`src/rtl/insn16_pkg.sv`:
```
package insn16_pkg;

    localparam int OCTET_W  = 8;
    localparam int OPC_W    = 4;
    localparam int SUB_W    = 3;
    localparam int REG_W    = 4;
    localparam int NUM_OPS  = 1 << OPC_W;
    localparam int MODE_W   = 3;
    localparam int MARK_BIT = OCTET_W - 1;

    typedef enum logic [MODE_W-1:0] {
        MODE_NONE    = 3'd0,
        MODE_LANEIMM = 3'd1,
        MODE_REGREG  = 3'd2,
        MODE_MEMDST  = 3'd3,
        MODE_MEMSRC  = 3'd4,
        MODE_MEMMEM  = 3'd5
    } opmode_e;

    typedef struct packed {
        logic                 valid;
        logic                 illegal;
        logic [NUM_OPS-1:0]   strobe;
        logic [SUB_W-1:0]     subtype;
        logic [REG_W-1:0]     dst;
        logic [REG_W-1:0]     src;
        logic [OCTET_W-1:0]   imm;
        opmode_e              mode;
    } dec_word_t;

    function automatic opmode_e mode_of(input logic [SUB_W-1:0] sub);
        opmode_e m;
        case (sub)
            3'd4:    m = MODE_REGREG;
            3'd5:    m = MODE_MEMDST;
            3'd6:    m = MODE_MEMSRC;
            3'd7:    m = MODE_MEMMEM;
            default: m = MODE_LANEIMM;
        endcase
        return m;
    endfunction

endpackage

```
`src/rtl/insn16_field_split.sv`:
```
module insn16_field_split
    import insn16_pkg::*;
(
    input  logic [OCTET_W-1:0] hi,
    input  logic [OCTET_W-1:0] lo,
    output logic               legal,
    output logic [OPC_W-1:0]   opcode,
    output logic [SUB_W-1:0]   subtype,
    output logic [REG_W-1:0]   dst,
    output logic [REG_W-1:0]   src,
    output logic [OCTET_W-1:0] imm
);
    always_comb begin
        legal   = hi[MARK_BIT];
        opcode  = hi[OPC_W-1:0];
        subtype = hi[OPC_W +: SUB_W];
        dst     = lo[REG_W-1:0];
        src     = lo[REG_W +: REG_W];
        imm     = {src, dst};
    end
endmodule

```
`src/rtl/insn16_strobe_dec.sv`:
```
module insn16_strobe_dec
    import insn16_pkg::*;
(
    input  logic               en,
    input  logic [OPC_W-1:0]   opcode,
    output logic [NUM_OPS-1:0] strobe
);
    for (genvar g = 0; g < NUM_OPS; g++) begin : g_strobe
        assign strobe[g] = en && (opcode == OPC_W'(g));
    end
endmodule

```
`src/rtl/insn16_out_reg.sv`:
```
module insn16_out_reg
    import insn16_pkg::*;
(
    input  logic      clk,
    input  logic      rst,
    input  dec_word_t d,
    output dec_word_t q
);
    always_ff @(posedge clk) begin
        if (rst) q <= '0;
        else     q <= d;
    end
endmodule

```
`src/rtl/insn16_decoder.sv`:
```
module insn16_decoder
    import insn16_pkg::*;
(
    input  logic         clk,
    input  logic         rst,
    input  logic         in_valid,
    input  logic [7:0]   in_hi,
    input  logic [7:0]   in_lo,
    output logic         out_valid,
    output logic         out_illegal,
    output logic [15:0]  out_op_strobe,
    output logic [2:0]   out_subtype,
    output logic [3:0]   out_dst,
    output logic [3:0]   out_src,
    output logic [7:0]   out_imm,
    output logic [2:0]   out_mode
);
    logic               f_legal;
    logic [OPC_W-1:0]   f_opc;
    logic [SUB_W-1:0]   f_sub;
    logic [REG_W-1:0]   f_dst;
    logic [REG_W-1:0]   f_src;
    logic [OCTET_W-1:0] f_imm;
    logic [NUM_OPS-1:0] f_strobe;
    logic               accept;
    dec_word_t          d_next;
    dec_word_t          d_q;

    insn16_field_split u_split (
        .hi(in_hi), .lo(in_lo), .legal(f_legal), .opcode(f_opc),
        .subtype(f_sub), .dst(f_dst), .src(f_src), .imm(f_imm)
    );

    assign accept = in_valid && f_legal;

    insn16_strobe_dec u_strobe (
        .en(accept), .opcode(f_opc), .strobe(f_strobe)
    );

    always_comb begin
        d_next         = '0;
        d_next.valid   = in_valid;
        d_next.illegal = in_valid && !f_legal;
        d_next.strobe  = f_strobe;
        if (accept) begin
            d_next.subtype = f_sub;
            d_next.dst     = f_dst;
            d_next.src     = f_src;
            d_next.imm     = f_imm;
            d_next.mode    = mode_of(f_sub);
        end
    end

    insn16_out_reg u_oreg (.clk(clk), .rst(rst), .d(d_next), .q(d_q));

    assign out_valid     = d_q.valid;
    assign out_illegal   = d_q.illegal;
    assign out_op_strobe = d_q.strobe;
    assign out_subtype   = d_q.subtype;
    assign out_dst       = d_q.dst;
    assign out_src       = d_q.src;
    assign out_imm       = d_q.imm;
    assign out_mode      = d_q.mode;

    AST_VALID_LATENCY: assert property (@(posedge clk) disable iff (rst)
        in_valid |=> out_valid);
    AST_IDLE_LATENCY: assert property (@(posedge clk) disable iff (rst)
        !in_valid |=> !out_valid);
    AST_MARKER_ILLEGAL: assert property (@(posedge clk) disable iff (rst)
        (in_valid && !in_hi[7]) |=> (out_illegal && out_op_strobe == '0));
    AST_ILLEGAL_QUIET: assert property (@(posedge clk) disable iff (rst)
        out_illegal |-> (out_mode == 3'd0 && out_imm == '0 && out_subtype == '0));
    AST_STROBE_ONEHOT: assert property (@(posedge clk) disable iff (rst)
        (out_valid && !out_illegal) |-> $countones(out_op_strobe) == 1);
    AST_STROBE_OPCODE: assert property (@(posedge clk) disable iff (rst)
        (in_valid && in_hi[7]) |=> out_op_strobe[$past(in_hi[3:0])]);
    AST_LANE_MODE: assert property (@(posedge clk) disable iff (rst)
        (out_valid && !out_illegal && !out_subtype[2]) |-> out_mode == 3'd1);
    AST_IMM_NIBBLES: assert property (@(posedge clk) disable iff (rst)
        out_imm == {out_src, out_dst});
    AST_IDLE_ZERO: assert property (@(posedge clk) disable iff (rst)
        !out_valid |-> (!out_illegal && out_op_strobe == '0 && out_mode == 3'd0));
endmodule

```
`config.mk`:
```
export PLATFORM = sky130hd
export DESIGN_NAME = insn16_decoder
export DESIGN_NICKNAME = d
export VERILOG_FILES = /design/src/rtl/insn16_pkg.sv /design/src/rtl/insn16_field_split.sv /design/src/rtl/insn16_strobe_dec.sv /design/src/rtl/insn16_out_reg.sv /design/src/rtl/insn16_decoder.sv
export SDC_FILE = /design/constraint.sdc
export NUM_CORES = 1
export LEC_CHECK = 0
export BUFFER_PORTS_ARGS = -buffer_cell sky130_fd_sc_hd__buf_2
export CAP_MARGIN = 20
export CELL_PAD_IN_SITES_DETAIL_PLACEMENT = 1
export CELL_PAD_IN_SITES_GLOBAL_PLACEMENT = 1
export CORE_MARGIN = 1.5
export CORE_UTILIZATION = 28
export CTS_BUF_LIST = sky130_fd_sc_hd__clkbuf_4
export CTS_CLUSTER_DIAMETER = 30
export CTS_CLUSTER_SIZE = 14
export DETAILED_ROUTE_END_ITERATION = 10
export GPL_TIMING_DRIVEN = 0
export PLACE_DENSITY = 0.8
export SLEW_MARGIN = 25
export SYNTH_ARGS = -nofsm -noshare
export SYNTH_HDL_FRONTEND = slang
export SYNTH_SLANG_ARGS = --single-unit
```
`constraint.sdc`:
```
create_clock -name clk -period 0.8 [get_ports clk]
set_input_delay 0.08 -clock clk [delete_from_list [all_inputs] [get_ports clk]]
set_output_delay 0.08 -clock clk [all_outputs]
set_load 0.1 [all_outputs]
```
After elaboration in Yosys (flattened, before gate mapping) --
Index checks and enable logic that the tools add are counted.
Word-level totals: flip-flop bits (word level) 40, latch bits 0, memory bits (writable) 0, bits in read-only memories 0, input bits 19, output and inout port bits 40, word-level logic and storage cells 50, memories kept 0
Operators by class: add/subtract/negate cells 0, $mul 0, div/mod/pow operators 0, order comparisons 0, eq/ne operators 19, shifts and indexed selects 0, mux-type cells 1, bitwise logic cells 1, reductions and logical operators 21
Operators by type and width (number):
- == test 4 bit (second input constant) | 8
- logical AND 1 bit | 18
- == test 4 x 3 -> 1 bit (second input constant) | 4
- == test 3 bit (second input constant) | 4
- one-hot mux 3 bit (4 select lines) | 1
- == test 4 x 2 -> 1 bit (second input constant) | 2
- == test 4 x 1 -> 1 bit (second input constant) | 1
- logical NOT 4 bit | 1
- OR reduction 2 bit | 1
- logical NOT 1 bit | 1
- NOT 1 bit | 1

Longest topological paths before layout --
Gate-level depths: netlist (run 1).
depth after elaboration 3, gate-level depth with buffers 3, gate-level depth less buffers 2

Hierarchy --
From an unflattened synthesis (run 1), not the netlist that was laid out.
Unflattened totals: cells, all modules 161, area total of the unflattened synthesis 1662.8 um2
Modules (own cells, without submodules):
- insn16_out_reg | times used 1, cells an instance 84, area each 1156.1 um2, sequential area each 800.8 um2
- insn16_decoder | times used 1, cells an instance 30, area each 209.0 um2, sequential area each 0.0 um2
- insn16_field_split | times used 1, cells an instance 24, area each 180.2 um2, sequential area each 0.0 um2
- insn16_strobe_dec | times used 1, cells an instance 23, area each 117.6 um2, sequential area each 0.0 um2

Worst setup path after synthesis (run 1) --
Ideal clock, no wire load.
kind register to output, start point register u_oreg.q[3] (netlist bit), end point output out_imm[0], arrival time 1.356 ns, data required time 0.720 ns, setup slack -0.636 ns, stages on the path, launching flop included 2, buffers on the path 1, cells stage by stage dfxtp_1 > buf_4
RTL lines:
- from (decl) | RTL line insn16_out_reg.sv:7 | output dec_word_t q
- from (signal assigned) | RTL line insn16_out_reg.sv:10 | if (rst) q <= '0;
- from (signal assigned) | RTL line insn16_out_reg.sv:11 | else q <= d;
- to (decl) | RTL line insn16_decoder.sv:15 | output logic [7:0] out_imm,
No word-level cell between the ends.

Worst setup path after layout (run 1) --
start point register u_oreg.q[4] (netlist bit), end point output out_imm[1]
No word-level cell between the ends.

==> results of run 1 <==
-- metrics by stage --
stage               hold WS [ps]  std cells  setup WS, ps
CTS                        -28.6        209          -269
global placement             262        188          -158
finish                     -19.6        209          -285
detailed placement           264        188          -161
floorplan                    144         84          -142
global route               -13.7        209          -327
-- final cells by class --
class / instances / area (sq um)
multi-input cells: 41 / 259
well taps: 46 / 57.6
fillers: 311 / 1080
flip-flops and latches: 32 / 701
plain buffers: 10 / 160
clock buffers: 7 / 52.6
repair buffers: 71 / 1020
clock inverters: 1 / 3.75
inverters: 1 / 3.75
-- Yosys cell counts, types with 2 or more instances --
library cell / count / area share [%]
buf_4: 8 / 6.2
nand2b_1: 3 / 1.9
nor3_1: 9 / 4.7
and2_1: 10 / 6.5
nor4_1: 6 / 3.9
dfxtp_1: 32 / 66
nor2_1: 2 / 0.78
nand2_1: 2 / 0.78
nor2b_1: 2 / 1.3
-- layout by cell type (no fill, tap or decap), types with 2 or more instances in the layout --
cell type and instances:
clkbuf_4 7, nand2b_1 3, buf_2 19, and2_1 10, nand2_1 2, dlygate4sd3_1 13, nor3_1 9, buf_12 47
nor2b_2 2, dfxtp_2 24, dfxtp_4 8, nor4_1 6, nor2_1 2
-- cell families (layout without fill, tap and decap cells) --
| family | count (synthesis) | in the layout | share of synthesized area [%] |
|---|---|---|---|
| compound gates | 1 | 1 | 0.517 |
| simple gates | 40 | 40 | 25.7 |
| flops | 32 | 32 | 66.2 |
| buf+inv | 11 | 90 | 7.50 |
-- routing by layer --
layer	wire length, um	vias to the layer above	part of all wire [%]
met5	0	-	0
met4	45	0	1.2
met3	312	7	8.5
met2	1930	46	52
met1	1400	437	38
li1	-	427	-
-- what timing repair did --
action / 4_1_cts / 5_1_grt
gates resized for setup: 152 / 11
hold endpoints to repair: 22 / 2
setup endpoints to repair: 40 / 41
-- where the power goes --
group	internal (uW)	switching (uW)	leakage (uW)
logic	282	407	0.000617
registers	1600	33.0	0.000277
clock network	405	545	0.0000338
-- worst max-delay path by stage --
stage                     cells past startpoint  slack, ps              startpoint                 endpoint
after floorplan                               1       -140  u_oreg.q[3]$_SDFF_PP0_               out_imm[0]
after global placement                        4       -160                     rst   u_oreg.q[8]$_SDFF_PP0_
after detailed placement                      4       -160                     rst  u_oreg.q[10]$_SDFF_PP0_
after CTS                                     2       -270  u_oreg.q[5]$_SDFF_PP0_               out_imm[2]
after global routing                          2       -330  u_oreg.q[4]$_SDFF_PP0_               out_imm[1]
final                                         2       -290  u_oreg.q[4]$_SDFF_PP0_               out_imm[1]
==> reports/results.tsv, run 1 <==
stage	metric	value	unit
clocking	number of H-tree levels	2	
clocking	clk slew on worst S/H paths	100	ps
layout	Reg with most FFs	u_oreg.q	
worst_setup_path	crit path max fanout	2	
detailed_routing	Total Wirelength	3690	um
grt	largest net degree at the start of global routing	11	
worst_setup_path	critical-path cell list	buf_12 -> buf_12	
clocking	root buffer cell	clkbuf_4	
worst_setup_path	most used cell along the critical path	buf_12	
synthesis	Synth Area per Inst	11.5	sq um
floorplanning	# rows	21	
clocking	Max clock buf depth	2	
grt	number of global-route vias before repair	979	
layout	utilization after layout	67.7	%
synthesis	register area share after synthesis	66.2	%
synthesis	distinct cell type count after synthesis	19	
synthesis	Mapped Cells	84	
worst_setup_path	Buffers & Inverters on Critical Path	2	
layout	Antenna diodes	0	
synthesis	EDFF count, synth	0	
synthesis	Post-Synthesis Net Count	103	
sta	fin crit period	1090	ps
worst_setup_path	Worst setup EP type	primary output	
detailed_routing	Vias/cell	4.39	
sta	Worst Tran Pin Value	363	ps
power_and_ir_drop	Overall Power	3270	uW
synthesis	Synth Flop Type	dfxtp_1	
clocking	CTS tree	done	
placed_design	I/O Buffers	58	
placed_design	DP Wirelength	1760	um
floorplanning	total core area	3340	sq um
sta	Slew headroom	75.8	%
sta	setup violators final	40	
sta	Max Slew Vio Count	0	
grt	grt ovf	0	
sta	post-route setup slack	-285	ps
floorplanning	# IOs	59	
grt	GRT met3 Usage	8.07	%
worst_hold_path	Hold Crit Start	in_hi[1]	
layout	final instance area	2260	sq um
worst_setup_path	Required @ worst endpoint	720	ps
clocking	clk sink count	32	
worst_setup_path	kind of critical path	reg2out	
outcome	violated checks	hold timing, setup timing	
layout	synthesis-to-layout area growth	134	%
power_and_ir_drop	Power per Cell Area	1450	nW/um^2
detailed_routing	DRC	0	
worst_setup_path	WP data arrival	1010	ps
detailed_routing	antenna-violating nets left	0	
placed_design	gpl congestion	0.701	
power_and_ir_drop	LEAKAGE	0.000928	uW
synthesis	number of synthesized register bits	32	
sta	WHS	-19.6	ps
detailed_routing	initial DRC count	14	
grt	grt peak-use layer	met2	
worst_setup_path	Critical Path Max Stage Delay	390	ps
clocking	TritonCTS buffer count	5	
grt	first-pass GRT wire length	5290	um
floorplanning	Die Y	61.8	um
outcome	status	complete, but fails checks	
sta	RSZ-0062 raised after global routing	yes	
worst_setup_path	Crit path max-delay family	flip-flops	
run	max cap viols	0	
grt	met1 usage	21.8	%
sta	final worst path period share	136	%
clocking	Post-CTS Setup Repair Bufs	0	
sta	setup tns final	-7200	ps
sta	final hold viol count	4	
worst_setup_path	startpoint types	register	
layout	share of layout cells above drive strength 1	66.9	%
synthesis	mapped cell area	967	sq um
detailed_routing	Initial DRT Pass Iterations	2	
grt	GR Layer Usage met2	36.7	%
detailed_routing	vias	917	
worst_hold_path	WHS Path Cells	2	
placed_design	dpl cell area	1460	sq um
layout	Top Registers	u_oreg.q (32)	
worst_setup_path	CP max stage cell	dfxtp_4	
floorplanning	initial core utilization	29.0	%
detailed_routing	routed length per instance	17.7	um
sta	fmax	921	MHz
layout	max reg flops	32	
worst_hold_path	Hold WC Path Type	in2reg	
floorplanning	Die W	61.8	um
worst_hold_path	Endpoint, Worst Hold	u_oreg.q[34]$_SDFF_PP0_	
synthesis	synth warn	0	
floorplanning	die area	3820	sq um
grt	initial antenna violation count	0	
clocking	Post-CTS Hold Buffers	13	
synthesis	fraction of registers with async set/reset	0	%
layout	Final #Nets	181	
power_and_ir_drop	Peak VDD IR	0.000978	V
grt	Global Route Usage Sum	20.2	%
Power figures use the tool's default switching activity.
==> run 2: changes to the inputs <==
- SLEW_MARGIN: 25 -> 20
- TNS_END_PERCENT: unset -> 50
==> reports/results.tsv, run 2 (same netlist as run 1, synthesis figures left out) <==
stage	metric	value	unit	change
layout	Final #Nets	181		unchanged
detailed_routing	DRC	0		unchanged
grt	Global Route Usage Sum	18.9	%	-1.3 points
clocking	Max clock buf depth	2		unchanged
layout	share of layout cells above drive strength 1	65.6	%	-1.2 points
sta	setup violators final	40		unchanged
layout	synthesis-to-layout area growth	130	%	
sta	Max Slew Vio Count	0		unchanged
power_and_ir_drop	Power per Cell Area	1450	nW/um^2	-0.19%
floorplanning	die area	3820	sq um	unchanged
worst_setup_path	kind of critical path	reg2out		
worst_setup_path	WP data arrival	970	ps	-40 ps
worst_setup_path	crit path max fanout	2		unchanged
layout	Reg with most FFs	u_oreg.q		
clocking	TritonCTS buffer count	5		unchanged
clocking	number of H-tree levels	2		unchanged
worst_hold_path	Hold WC Path Type	in2reg		
worst_setup_path	Worst setup EP type	primary output		
sta	Slew headroom	78.3	%	+2.5 points
outcome	status	complete, but fails checks		
power_and_ir_drop	Peak VDD IR	0.00117	V	+20%
clocking	Post-CTS Hold Buffers	13		unchanged
detailed_routing	Initial DRT Pass Iterations	3		+1
layout	most common cell after layout, fill and taps aside	buf_12		
grt	first-pass GRT wire length	5010	um	-5.3%
worst_setup_path	Required @ worst endpoint	720	ps	about the same
sta	fin crit period	1050	ps	-33.0 ps
layout	most frequent cells in the layout	buf_12 (42), dfxtp_2 (24), buf_2 (19)		
sta	Worst Tran Pin Value	325	ps	-37.9 ps
detailed_routing	Vias/cell	4.23		-3.6%
power_and_ir_drop	LEAKAGE	0.000920	uW	-0.85%
layout	fill cell count	325		+4.5%
layout	Top Registers	u_oreg.q (32)		
detailed_routing	initial DRC count	15		+1
detailed_routing	routed length per instance	16.8	um	-5.0%
placed_design	DP Wirelength	1750	um	-0.50%
worst_hold_path	Endpoint, Worst Hold	u_oreg.q[34]$_SDFF_PP0_		
layout	max reg flops	32		unchanged
clocking	clk slew on worst S/H paths	100	ps	about the same
placed_design	gpl congestion	0.631		-9.9%
grt	initial antenna violation count	0		unchanged
outcome	violated checks	setup timing		
floorplanning	total core area	3340	sq um	unchanged
clocking	Post-CTS Setup Repair Bufs	0		unchanged
worst_hold_path	Hold Crit Start	in_hi[0]		
sta	final hold viol count	0		-4
floorplanning	Die W	61.8	um	unchanged
detailed_routing	antenna-violating nets left	0		unchanged
worst_hold_path	WHS Path Cells	2		unchanged
sta	setup tns final	-6170	ps	+1030 ps
layout	Finished Layout Cells	209		unchanged
grt	grt ovf	0		unchanged
clocking	CTS tree	done		
detailed_routing	Total Wirelength	3510	um	-5.0%
layout	Multi-input gate area	254	sq um	-1.9%
floorplanning	initial core utilization	29.0	%	unchanged
detailed_routing	vias	884		-3.6%
sta	WHS	2.85	ps	+22.4 ps
layout	Antenna diodes	0		unchanged
sta	final worst path period share	132	%	-4.1 points
sta	fmax	950	MHz	+3.1%
floorplanning	# rows	21		unchanged
worst_setup_path	startpoint types	register		
layout	sequential cell area	701	sq um	unchanged
placed_design	Cells after DPL	188		unchanged
floorplanning	Die Y	61.8	um	unchanged
clocking	root buffer cell	clkbuf_4		
grt	number of global-route vias before repair	958		-2.1%
placed_design	post-place setup slack	-179	ps	-18.3 ps
run	max cap viols	0		unchanged
power_and_ir_drop	Overall Power	3220	uW	-1.7%
placed_design	I/O Buffers	58		unchanged
clocking	clk sink count	32		unchanged
sta	RSZ-0062 raised after global routing	yes		
grt	largest net degree at the start of global routing	11		unchanged
floorplanning	# IOs	59		unchanged
sta	post-route setup slack	-252	ps	+33.0 ps
run 2: cell types whose count changed in the layout (fill, tap and decap cells not counted):
cell     previous run  this run
buf_6               1         2
nor2b_1             0         2
buf_8               0         4
buf_12             47        42
nor2b_2             2         0
run 2: repair_timing:
action / CTS / global route
hold endpoints to repair: 21 / 5
resized for setup: 169 / 6
setup endpoints to repair: 40 / 40
run 2: cell type report:
class | instances | area share (%)
buffer | 10 | 7.20
clock buffer | 7 | 2.36
clock inverter | 1 | 0.169
inverter | 1 | 0.169
multi-input combinational | 41 | 11.4
sequential | 32 | 31.5
tap | 46 | 2.59
timing repair buffer | 71 | 44.6
run 2: worst max path at each step:
stage                                  startpoint  cells after the start                     end  slack [ps]
after floorplan           u_oreg.q[22]$_SDFF_PP0_                      0        out_op_strobe[0]        -190
after global placement                        rst                      4  u_oreg.q[8]$_SDFF_PP0_        -180
after detailed placement                      rst                      4  u_oreg.q[3]$_SDFF_PP0_        -180
after CTS                  u_oreg.q[7]$_SDFF_PP0_                      2              out_src[0]        -260
after global routing       u_oreg.q[7]$_SDFF_PP0_                      2              out_src[0]        -290
final                      u_oreg.q[7]$_SDFF_PP0_                      2              out_src[0]        -250
run 2: per-layer routing:
layer / routed length (um) / up-vias / part of all wire (%) / track usage, %
met4: 23 / 0 / 0.66 / 3.65
met3: 270 / 2 / 7.7 / 8.49
li1: - / 425 / - / -
met2: 1870 / 44 / 53 / 34.6
met1: 1350 / 413 / 38 / 20.1
met5: 0 / - / 0 / 0
run 2: through the flow:
stage / instance area (sq um) / utilization [%]
detailed placement: 1440 / 43.1
global placement: 1440 / 43.1
finish: 2220 / 66.7
CTS: 2200 / 65.9
floorplan: 1090 / -
global route: 2220 / 66.7
run 2: report_power, final:
group	internal, uW	switching (uW)
combinational	272	404
clock	406	504
sequential	1600	31.6
run 2: worst max-delay path: stages (launching register included):
cell and delay (ps):
dfxtp_4 380, buf_12 120, buf_12 150
